File: src/rtl/pug_pkg.sv
package pug_pkg;
  typedef enum logic [2:0] {
    K_READ   = 3'd0,
    K_WREN   = 3'd1,
    K_PROG   = 3'd2,
    K_BERASE = 3'd3,
    K_CERASE = 3'd4,
    K_WRSTAT = 3'd5,
    K_RSV6   = 3'd6,
    K_RSV7   = 3'd7
  } cmd_kind_e;

  function automatic logic is_wr_class(input logic [2:0] k);
    return (k >= 3'd1) && (k <= 3'd5);
  endfunction

  function automatic logic is_rd_class(input logic [2:0] k);
    return k == 3'd0;
  endfunction
endpackage

File: src/rtl/pug_timer.sv
module pug_timer #(
  parameter int unsigned DLY = 16
) (
  input  logic clk_i,
  input  logic arst_n_i,
  input  logic run_i,
  output logic done_o
);
  localparam int unsigned CW = (DLY < 2) ? 1 : $clog2(DLY + 1);
  localparam logic [CW-1:0] LIM = CW'(DLY);

  logic [CW-1:0] cnt_q;

  // Saturating count of consecutive edges with run_i high.
  always_ff @(posedge clk_i or negedge arst_n_i) begin
    if (!arst_n_i)          cnt_q <= '0;
    else if (!run_i)        cnt_q <= '0;
    else if (cnt_q != LIM)  cnt_q <= cnt_q + 1'b1;
  end

  assign done_o = (cnt_q == LIM);
endmodule

File: src/rtl/pug_rst_sync.sv
module pug_rst_sync #(
  parameter int unsigned STAGES = 2
) (
  input  logic clk_i,
  input  logic arst_n_i,
  output logic rst_o
);
  generate
    if (STAGES <= 1) begin : g_one
      logic q;
      always_ff @(posedge clk_i or negedge arst_n_i) begin
        if (!arst_n_i) q <= 1'b0;
        else           q <= 1'b1;
      end
      assign rst_o = ~q;
    end else begin : g_chain
      logic [STAGES-1:0] q;
      always_ff @(posedge clk_i or negedge arst_n_i) begin
        if (!arst_n_i) q <= '0;
        else           q <= {q[STAGES-2:0], 1'b1};
      end
      assign rst_o = ~q[STAGES-1];
    end
  endgenerate
endmodule

File: src/rtl/pug_cmd_gate.sv
module pug_cmd_gate
  import pug_pkg::*;
(
  input  logic       clk_i,
  input  logic       arst_n_i,
  input  logic       rd_ok_i,
  input  logic       wr_ok_i,
  input  logic       cmd_valid_i,
  input  logic [2:0] cmd_kind_i,
  output logic       acc_o,
  output logic [2:0] acc_kind_o
);
  logic take;

  always_comb begin
    take = 1'b0;
    if (cmd_valid_i) begin
      if (is_rd_class(cmd_kind_i))      take = rd_ok_i;
      else if (is_wr_class(cmd_kind_i)) take = wr_ok_i;
    end
  end

  always_ff @(posedge clk_i or negedge arst_n_i) begin
    if (!arst_n_i) begin
      acc_o      <= 1'b0;
      acc_kind_o <= 3'd0;
    end else begin
      acc_o <= take;
      if (take) acc_kind_o <= cmd_kind_i;
    end
  end
endmodule

File: src/rtl/pwrup_gate.sv
module pwrup_gate #(
  parameter int unsigned SEL_DLY     = 300,
  parameter int unsigned WR_DLY      = 1000,
  parameter int unsigned SYNC_STAGES = 2
) (
  input  logic       clk_i,
  input  logic       above_por_i,
  input  logic       wi_ok_i,
  input  logic       min_ok_i,
  input  logic       cmd_valid_i,
  input  logic [2:0] cmd_kind_i,
  output logic       core_rst_o,
  output logic       rd_permit_o,
  output logic       wr_permit_o,
  output logic       acc_o,
  output logic [2:0] acc_kind_o
);
  logic sel_done, wi_done;

  pug_rst_sync #(.STAGES(SYNC_STAGES)) u_rst (
    .clk_i(clk_i), .arst_n_i(above_por_i), .rst_o(core_rst_o)
  );

  pug_timer #(.DLY(SEL_DLY)) u_sel_tmr (
    .clk_i(clk_i), .arst_n_i(above_por_i), .run_i(min_ok_i), .done_o(sel_done)
  );

  pug_timer #(.DLY(WR_DLY)) u_wr_tmr (
    .clk_i(clk_i), .arst_n_i(above_por_i), .run_i(wi_ok_i), .done_o(wi_done)
  );

  assign rd_permit_o = sel_done & ~core_rst_o;
  assign wr_permit_o = rd_permit_o & wi_done;

  pug_cmd_gate u_gate (
    .clk_i(clk_i), .arst_n_i(above_por_i),
    .rd_ok_i(rd_permit_o), .wr_ok_i(wr_permit_o),
    .cmd_valid_i(cmd_valid_i), .cmd_kind_i(cmd_kind_i),
    .acc_o(acc_o), .acc_kind_o(acc_kind_o)
  );
endmodule

File: config.mk
export PLATFORM = sky130hd
export DESIGN_NAME = pwrup_gate
export DESIGN_NICKNAME = d
export VERILOG_FILES = /design/src/rtl/pug_pkg.sv /design/src/rtl/pug_timer.sv /design/src/rtl/pug_rst_sync.sv /design/src/rtl/pug_cmd_gate.sv /design/src/rtl/pwrup_gate.sv
export SDC_FILE = /design/constraint.sdc
export NUM_CORES = 1
export LEC_CHECK = 0
export BUFFER_PORTS_ARGS = -buffer_cell sky130_fd_sc_hd__clkbuf_2
export CORE_UTILIZATION = 40
export DETAILED_ROUTE_END_ITERATION = 10
export HOLD_SLACK_MARGIN = 0.06
export SYNTH_ARGS = -nofsm -noshare
export SYNTH_HDL_FRONTEND = slang
export SYNTH_SLANG_ARGS = --single-unit
File: constraint.sdc
create_clock -name clk_i -period 1.6 [get_ports clk_i]
set_clock_uncertainty 0.05 [all_clocks]
set_input_delay 0.08 -clock clk_i [delete_from_list [all_inputs] [get_ports clk_i]]
set_output_delay 0.08 -clock clk_i [all_outputs]
set_load 0.05 [all_outputs]
==> impl_metrics.py, run 1 <==
metrics = {
    "placement": {
        "pre_cts_slack_ns": -0.148,
        "gp_congestion": 0.789,
        "dp_hpwl_um": 1840,
        "portBuffers": 14,
    },
    "logic_synthesis": {
        "ys_seq_area_share_pct": 47.7,
        "yosysWarnings": 0,
        "netlist_area_um2": 1310,
        "syn_inst": 123,
        "avgSynthCellArea_um2": 10.7,
        "syn_nets": 135,
        "synth_edf_count": 0,
        "synthFlopType": "dfrtp_1",
        "ys_ff_latch": 25,
        "async_flop_share_pct": 100,
        "synth.distinct_cells": 35,
    },
    "worst_hold_path": {
        "whs_path_depth": 5,
        "hold_path_end": "u_gate.acc_o",
        "hold_start": "cmd_valid_i",
        "hold_path_class": "in -> reg",
    },
    "floorplanning": {
        "start_util_pct": 42.6,
        "die_w_um": 59.3,
        "row_count": 20,
        "coreArea_um2": 3080,
        "boundaryPins": 15,
        "die_y_um": 59.3,
        "die-area_um2": 3510,
    },
    "global_route": {
        "grt_pass1_wl_um": 4750,
        "grt_start_max_net_pins": 26,
        "grt.total_usage_pct": 18.1,
        "grt.overflow.total": 0,
        "first_global_vias": 1127,
        "antenna_found_initial": 0,
    },
    "setup_path": {
        "critical_path.startpoint_type": "flop",
        "r2r-start": "u_wr_tmr.cnt_q[0]",
        "cp_max_fo": 4,
        "rrSetupSlack_ns": -0.25,
        "worstRegToRegCells": 8,
        "path_class": "reg -> out",
        "cp_data_required_time_ns": 1.47,
        "crit_arrival_ns": 1.75,
        "end_kind": "output port",
        "rr_endpoint": "u_gate.acc_kind_o[1]",
    },
    "sta": {
        "setup_viol": 13,
        "fmax_mhz": 532,
        "period_share_pct": 117,
        "final.min_clock_period_ns": 1.88,
        "finalSetupTns_ns": -2.27,
        "worst_pin_slew_ns": 0.637,
        "hold_ws_ns": 0.144,
        "slew-limit-headroom_pct": 57.5,
        "rsz0062_at_grt": "true",
        "report.final.slew_viol_count": 0,
        "setup_ws_ns": -0.279,
        "finalHoldViolCount": 0,
    },
    "layout": {
        "n_antenna_cell": 0,
        "fin_nets": 190,
        "synthToLayoutAreaGrowth_pct": 42.3,
        "nFillCells": 275,
        "drive_gt1_share_pct": 37.9,
    },
    "detailed_routing": {
        "wl_per_cell_um": 12.6,
        "drtIter0Drc": 32,
        "drtPass1Iterations": 4,
        "viasPerCell": 4.80,
        "wirelength_um": 2770,
        "drtAntennaViolNets": 0,
        "drc": 0,
        "vias": 1061,
    },
    "flow_run": {
        "maxCapViolations": 0,
    },
    "clocking": {
        "clkTransAtPathRegs_ns": 0.13,
        "clkLatencyLatePin_ns": 0.31,
        "cts_root_buffer": "clkbuf_4",
        "cts.sinks": 25,
        "cts_tree": "yes",
        "clk_path_buf_depth": 2,
        "cts_inserted_buffers": 3,
        "cts_max_level": 1,
    },
    "run_status": {
        "outcome": "finished, violations left",
        "violations": "negative setup slack",
    },
    "power_and_ir_drop": {
        "total_power_w": 0.00107,
        "leakagePower_nw": 0.858,
        "p_per_area_nw_per_um2": 576,
        "peakVddDrop_mv": 0.437,
    },
}
[how the worst max path moves through the flow]
stage                       startpoint                    to  slack, ns  cells past startpoint
floorplan           u_sel_tmr.cnt_q[0]           wr_permit_o      -0.21                      5
global placement     u_wr_tmr.cnt_q[0]  u_gate.acc_kind_o[0]      -0.13                      6
detailed placement   u_wr_tmr.cnt_q[0]  u_gate.acc_kind_o[0]      -0.15                      6
CTS                 u_sel_tmr.cnt_q[0]           wr_permit_o      -0.27                      7
global route        u_sel_tmr.cnt_q[1]           wr_permit_o      -0.37                      7
finish               u_wr_tmr.cnt_q[0]           wr_permit_o      -0.28                      6
[kinds of logic (layout without fill, tap and decap cells)]
logic type,count (synthesis),in the layout,synth area share [%]
AOI/OAI and AO/OA,16,16,8.21
other,1,1,0.286
and+or+nand+nor,54,54,26.2
DFF,25,25,47.7
muxes,2,2,1.53
buffers and inverters,7,61,2.67
xor gates and xnor gates,13,13,8.68
adders and majority gates,5,5,4.68
[state kept, by name (all words and copies together), names as in the netlist]
signal,cells
u_gate.acc_o,1
u_rst.g_chain.q,2
u_wr_tmr.cnt_q,10
u_sel_tmr.cnt_q,9
u_gate.acc_kind_o,3
[per-stage QoR]
step	area, um2	util, %	instances
after CTS	1800	58.5	217
final	1870	60.6	221
after detailed placement	1630	52.9	202
after global routing	1870	60.6	221
after global placement	1630	52.9	202
after floorplan	1350	-	123
[synth_stat cells (2+ instances only)]
cell | count | area share, %
xor2_1 | 2 | 1.3
or3_1 | 3 | 1.4
nand2_1 | 6 | 1.7
inv_1 | 5 | 1.4
nor2_1 | 3 | 0.86
or2_2 | 2 | 0.95
o22a_1 | 2 | 1.3
a21oi_1 | 2 | 0.76
nand3_1 | 5 | 1.9
nand4_1 | 3 | 1.4
o21ai_0 | 5 | 1.9
and2_1 | 12 | 5.7
dfrtp_1 | 25 | 48
xnor2_1 | 11 | 7.3
nor3_1 | 4 | 1.5
a21boi_0 | 3 | 1.7
mux2i_1 | 2 | 1.5
nor2b_1 | 7 | 3.3
or2_0 | 2 | 0.95
ha_1 | 4 | 3.8
[power breakdown]
group	internal (W)	total (W)	switching, W
Combinational	0.0000687	0.000143	0.0000739
Sequential	0.000646	0.000655	0.00000881
Clock	0.0000973	0.000277	0.000179
Total	0.000812	0.00107	0.000262
[worst max-delay path: stages (launching register included)]
cell and delay, ns:
dfrtp_1 0.42, inv_2 0.07, ha_1 0.14, nand4b_1 0.10, or3_4 0.43, nor2b_4 0.13
buf_8 0.15
[area by class of cell]
type	count	area, um2	area share, %
Inverter	5	18.8	1.01
Multi-Input combinational cell	91	731	39.2
Clock buffer	4	26.3	1.41
Tap cell	44	55.1	2.95
Timing Repair Buffer	52	409	21.9
Sequential cell	25	626	33.5
[timing repair]
action / CTS / global route
pin swaps: 3 / 9
hold endpoints to repair: 46 / 0
endpoints found under the setup margin: 9 / 14
hold buffers: 6 / 0
gates resized for setup: 11 / 12
setup buffers: 5 / 4
[layer usage]
metal  up-vias  track usage, %  routed length (um)
li1        526               -                   -
met1       520            20.9                1190
met2        11            31.5                1480
met3         4            5.24                  66
met4         0            6.80                  35
met5         -               0                   0
[cell usage in the layout, fill, tap and decap left out, drive strengths merged, types with 3 or more instances in the layout]
cell	instances
a21boi	3
and2	12
buf	34
clkbuf	16
dfrtp	25
dlygate4sd3	6
ha	4
inv	5
nand2	6
nand3	5
nand4	3
nor2	3
nor2b	7
nor3	4
o21ai	5
or2	4
or3	4
xnor2	11
No activity file was read; power rests on OpenSTA's default activity.
==> inputs of run 2 (changes only) <==
- clock period: 1.6 -> 2.4 ns (I/O delays scaled with it)
==> impl_metrics.py, run 2 (synthesized netlist as in run 1, its figures left out) <==
metrics = {
    "detailed_routing": {
        "drtIter0Drc": 41,
        "vias": 924,
        "drc": 0,
        "wirelength_um": 2180,
        "drtPass1Iterations": 4,
        "wl_per_cell_um": 11.8,
        "drtAntennaViolNets": 0,
        "viasPerCell": 4.99,
    },
    "sta": {
        "final.min_clock_period_ns": 2.06,
        "worst_pin_slew_ns": 0.607,
        "finalSetupTns_ns": 0,
        "setup_viol": 0,
        "fmax_mhz": 485,
        "report.final.slew_viol_count": 0,
        "finalHoldViolCount": 0,
        "slew-limit-headroom_pct": 59.5,
        "rsz0062_at_grt": "false",
        "period_share_pct": 85.9,
    },
    "clocking": {
        "clkLatencyLatePin_ns": 0.31,
        "ctsResizeCount": 0,
        "cts_max_level": 1,
        "cts.sinks": 25,
        "clk_path_buf_depth": 2,
        "cts_root_buffer": "clkbuf_4",
        "cts_tree": "yes",
        "clkTransAtPathRegs_ns": 0.13,
        "cts_inserted_buffers": 3,
    },
    "placement": {
        "gp_congestion": 0.810,
        "dp_cells": 179,
        "portBuffers": 14,
        "dp_hpwl_um": 1640,
    },
    "power_and_ir_drop": {
        "p_per_area_nw_per_um2": 469,
        "peakVddDrop_mv": 0.165,
        "leakagePower_nw": 0.644,
    },
    "global_route": {
        "antenna_found_initial": 0,
        "first_global_vias": 865,
        "grt_start_max_net_pins": 26,
        "grt_pass1_wl_um": 3860,
        "grt.total_usage_pct": 14.8,
        "grt.overflow.total": 0,
    },
    "floorplanning": {
        "coreArea_um2": 3080,
        "start_util_pct": 42.6,
        "die_y_um": 59.3,
        "boundaryPins": 15,
        "die_w_um": 59.3,
        "die-area_um2": 3510,
        "row_count": 20,
    },
    "layout": {
        "synthToLayoutAreaGrowth_pct": 12.4,
        "fin_nets": 154,
        "multiInputGateArea_um2": 658,
        "largestRegisters": "u_wr_tmr.cnt_q: 10 flops, u_sel_tmr.cnt_q: 9 flops, u_gate.acc_kind_o: 3 flops",
        "n_antenna_cell": 0,
        "nFillCells": 293,
        "final_common_cell": "dfrtp_1",
        "drive_gt1_share_pct": 17.7,
        "regArea_um2": 626,
        "fin_cells": 185,
        "final_cell_mix": "dfrtp_1, clkbuf_2, and2_1",
        "largest_register_ffs": 10,
        "regMostFlops": "u_wr_tmr.cnt_q",
    },
    "setup_path": {
        "crit_arrival_ns": 1.89,
        "cp_data_required_time_ns": 2.23,
        "critical_path.startpoint_type": "flop",
        "path_class": "reg -> out",
        "end_kind": "output port",
        "critical-path-slowest-cell": "dfrtp_1",
        "max_stage_delay_ns": 0.42,
        "path_delay_family": "simple AND/OR/NAND/NOR gates",
        "cp_max_fo": 11,
        "critPathBufInv": 2,
        "path_cells": "inv_1 > ha_1 > nand4b_1 > or3_4 > nor2b_2 > clkbuf_2",
    },
    "worst_hold_path": {
        "hold_path_class": "in -> reg",
    },
    "flow_run": {
        "maxCapViolations": 0,
    },
    "run_status": {
        "outcome": "finished clean",
    },
}
run 2: changes by cell type in the layout (fill, tap and decap cells not counted), sizes merged:
| cell | change |
|---|---|
| buf | -34 |
| clkbuf | +2 |
| dlygate4sd3 | -4 |
run 2: final cells by class:
class | instances | area share, %
Tap cell | 44 | 3.74
Sequential cell | 25 | 42.4
Clock buffer | 4 | 1.78
Timing Repair Buffer | 16 | 6.11
Inverter | 5 | 1.27
Multi-Input combinational cell | 91 | 44.7
run 2: report_power, final:
part | switching, W | leakage, nW | internal, W | total (W)
clock network | 0.000125 | 0.0150 | 0.0000649 | 0.000190
logic | 0.0000329 | 0.289 | 0.0000249 | 0.0000578
registers | 0.0000122 | 0.340 | 0.000431 | 0.000443
run 2: through the flow:
stage / util, % / cell area (um2) / hold WS [ns] / power [W] / setup slack (ns)
2_1_floorplan: - / 1320 / -0.226 / 0.000479 / 0.178
3_3_place_gp: 46.4 / 1430 / 0.115 / 0.000505 / 0.591
3_5_place_dp: 46.4 / 1430 / 0.124 / 0.000508 / 0.515
4_1_cts: 47.9 / 1470 / 0.0673 / 0.000702 / 0.310
5_1_grt: 47.9 / 1470 / 0.0756 / 0.000735 / 0.201
6_report: 47.9 / 1470 / 0.0773 / 0.000691 / 0.338
run 2: what timing repair did:
item / CTS / global route
setup endpoints to repair: 0 / 0
hold buffers: 2 / 0
endpoints found under the hold margin: 33 / 0
setup buffers: 0 / 0
run 2: routing by layer:
layer  part of all wire (%)  up-vias  wire length, um  global-route usage, %
met3                    3.4        2               74                   2.62
met5                      0        -                0                      0
li1                       -      460                -                      -
met1                     51      446             1100                   20.1
met4                   0.96        0               21                   7.14
met2                     45       16              979                   22.8
run 2: worst reg2reg max path: cells and delay by family (launching register included):
family          cells  cell delay, ns
simple gates        3            0.89
flops               1            0.47
fa+ha+maj           1            0.16
compound gates      1            0.15
buf+inv             1            0.08
run 2: worst paths after layout:
kind,cells past startpoint,to,slack (ns),from
max in group asynchronous,2,u_wr_tmr.cnt_q[2],1.63,above_por_i
min in group asynchronous,2,u_gate.acc_kind_o[0],0.28,above_por_i
max reg2reg,6,u_gate.acc_kind_o[0],0.50,u_sel_tmr.cnt_q[0]
min reg2reg,0,u_rst.g_chain.q[1],0.32,u_rst.g_chain.q[0]
max,6,wr_permit_o,0.34,u_wr_tmr.cnt_q[0]
min,2,u_wr_tmr.cnt_q[5],0.08,wi_ok_i
==> inputs of run 3 (changes only) <==
- CORE_UTILIZATION: 40 -> 60
- CTS_BUF_LIST: unset -> sky130_fd_sc_hd__clkbuf_2
- PLACE_DENSITY: unset -> 0.82
==> impl_metrics.py, run 3 (synthesized netlist as in run 1, its figures left out) <==
metrics = {
    "clocking": {
        "cts_hold_buf": 7,
        "clk_path_buf_depth": 2,
        "clkLatencyLatePin_ns": 0.35,
        "cts_root_buffer": "clkbuf_2",
        "cts_max_level": 1,
        "clkTransAtPathRegs_ns": 0.26,
        "cts.sinks": 25,
        "cts_inserted_buffers": 3,
        "cts_tree": "yes",
        "cts_setup_buffers": 0,
        "ctsResizeCount": 0,
    },
    "floorplanning": {
        "die-area_um2": 2380,
        "start_util_pct": 65.5,
        "boundaryPins": 15,
        "row_count": 16,
        "coreArea_um2": 2000,
        "die_w_um": 48.8,
        "die_y_um": 48.8,
    },
    "run_status": {
        "outcome": "finished clean",
    },
    "sta": {
        "rsz0062_at_grt": "false",
        "final.min_clock_period_ns": 2.20,
        "setup_viol": 0,
        "slew-limit-headroom_pct": 57.8,
        "finalSetupTns_ns": 0,
        "period_share_pct": 91.8,
        "finalHoldViolCount": 0,
        "worst_pin_slew_ns": 0.632,
        "fmax_mhz": 454,
        "report.final.slew_viol_count": 0,
    },
    "detailed_routing": {
        "drtPass1Iterations": 4,
        "drtIter0Drc": 22,
        "vias": 974,
        "viasPerCell": 5.63,
        "drtAntennaViolNets": 0,
        "wirelength_um": 2400,
        "wl_per_cell_um": 13.8,
        "drc": 0,
    },
    "layout": {
        "synthToLayoutAreaGrowth_pct": 14.3,
        "nFillCells": 152,
        "largest_register_ffs": 10,
        "drive_gt1_share_pct": 17.8,
        "final_cell_mix": "dfrtp_1, clkbuf_2, and2_1",
        "largestRegisters": "u_wr_tmr.cnt_q: 10 flops, u_sel_tmr.cnt_q: 9 flops, u_gate.acc_kind_o: 3 flops",
        "regMostFlops": "u_wr_tmr.cnt_q",
        "n_antenna_cell": 0,
        "final_common_cell": "dfrtp_1",
        "fin_cells": 173,
        "fin_nets": 159,
    },
    "setup_path": {
        "path_cells": "inv_1 > ha_1 > nand4b_2 > or3_1 > a21oi_1 > dlygate4sd3_1",
        "path_delay_family": "simple AND/OR/NAND/NOR gates",
        "max_stage_delay_ns": 0.56,
        "end_kind": "flop",
        "cp_data_required_time_ns": 2.67,
        "r2r-start": "u_sel_tmr.cnt_q[0]",
        "critPathLaunch": "u_sel_tmr.cnt_q[0]",
        "critPathBufInv": 2,
        "cp_max_fo": 7,
        "path_class": "reg -> reg",
        "crit_arrival_ns": 2.47,
        "critical-path-slowest-cell": "dlygate4sd3_1",
        "critical_path.startpoint_type": "flop",
    },
    "global_route": {
        "grt.overflow.total": 0,
        "grt_start_max_net_pins": 26,
        "grt_busiest_layer": "met2",
        "gr-usage-met1_pct": 29.4,
        "grtUsageMet2_pct": 42.8,
        "grt.total_usage_pct": 23.6,
        "antenna_found_initial": 0,
        "grt_pass1_wl_um": 4370,
        "first_global_vias": 1002,
        "use_met3_pct": 3.14,
    },
    "flow_run": {
        "maxCapViolations": 0,
    },
    "placement": {
        "dp_hpwl_um": 1690,
        "gp_congestion": 0.925,
        "portBuffers": 14,
        "dp_cells": 162,
    },
    "power_and_ir_drop": {
        "leakagePower_nw": 0.665,
        "peakVddDrop_mv": 0.343,
        "p_per_area_nw_per_um2": 453,
        "total_power_w": 0.000679,
    },
    "worst_hold_path": {
        "hold_path_class": "in -> async",
    },
}
-- run 3: per-layer routing --
layer	vias to the layer above	part of all wire (%)
met5	-	0
met4	0	0
met3	0	2.6
met2	18	54
met1	484	43
li1	472	-
-- run 3: worst reg2reg max path: stages (launching register included) --
cell and delay, ns:
dfrtp_1 0.50, inv_1 0.08, ha_1 0.16, nand4b_2 0.17
or3_1 0.48, a21oi_1 0.16, dlygate4sd3_1 0.56
-- run 3: where the power goes --
group          internal [W]  switching, W  total (W)
Combinational     0.0000291     0.0000351  0.0000642
Sequential         0.000432     0.0000126   0.000444
Clock             0.0000387      0.000131   0.000170
Total              0.000500      0.000179   0.000679
-- run 3: stage by stage --
stage	hold WS, ns	utilization, %	area (um2)	worst slack (ns)
finish	0.255	74.9	1500	0.196
floorplan	-0.226	-	1320	0.178
global route	0.293	74.9	1500	0.0422
global placement	0.105	70.3	1410	0.596
CTS	0.221	74.9	1500	0.210
detailed placement	0.114	70.3	1410	0.526
-- run 3: area by class of cell --
| cell class | instances | area, um2 | share of cell area [%] |
|---|---|---|---|
| Clock inverter | 1 | 7.51 | 0.501 |
| Sequential cell | 25 | 626 | 41.7 |
| Clock buffer | 3 | 15.0 | 1.00 |
| Timing Repair Buffer | 21 | 140 | 9.35 |
| Inverter | 5 | 18.8 | 1.25 |
| Multi-Input combinational cell | 91 | 658 | 43.9 |
| Tap cell | 27 | 33.8 | 2.25 |
-- run 3: final timing paths --
path                                         to  slack [ns]  depth (start not counted)
min reg2reg                  u_rst.g_chain.q[1]        0.35                          0
max                                u_gate.acc_o        0.20                          6
min                          u_sel_tmr.cnt_q[2]        0.26                          2
max reg2reg                        u_gate.acc_o        0.20                          6
min in group clk_i         u_gate.acc_kind_o[2]        0.26                          4
max in group asynchronous     u_wr_tmr.cnt_q[1]        1.63                          2
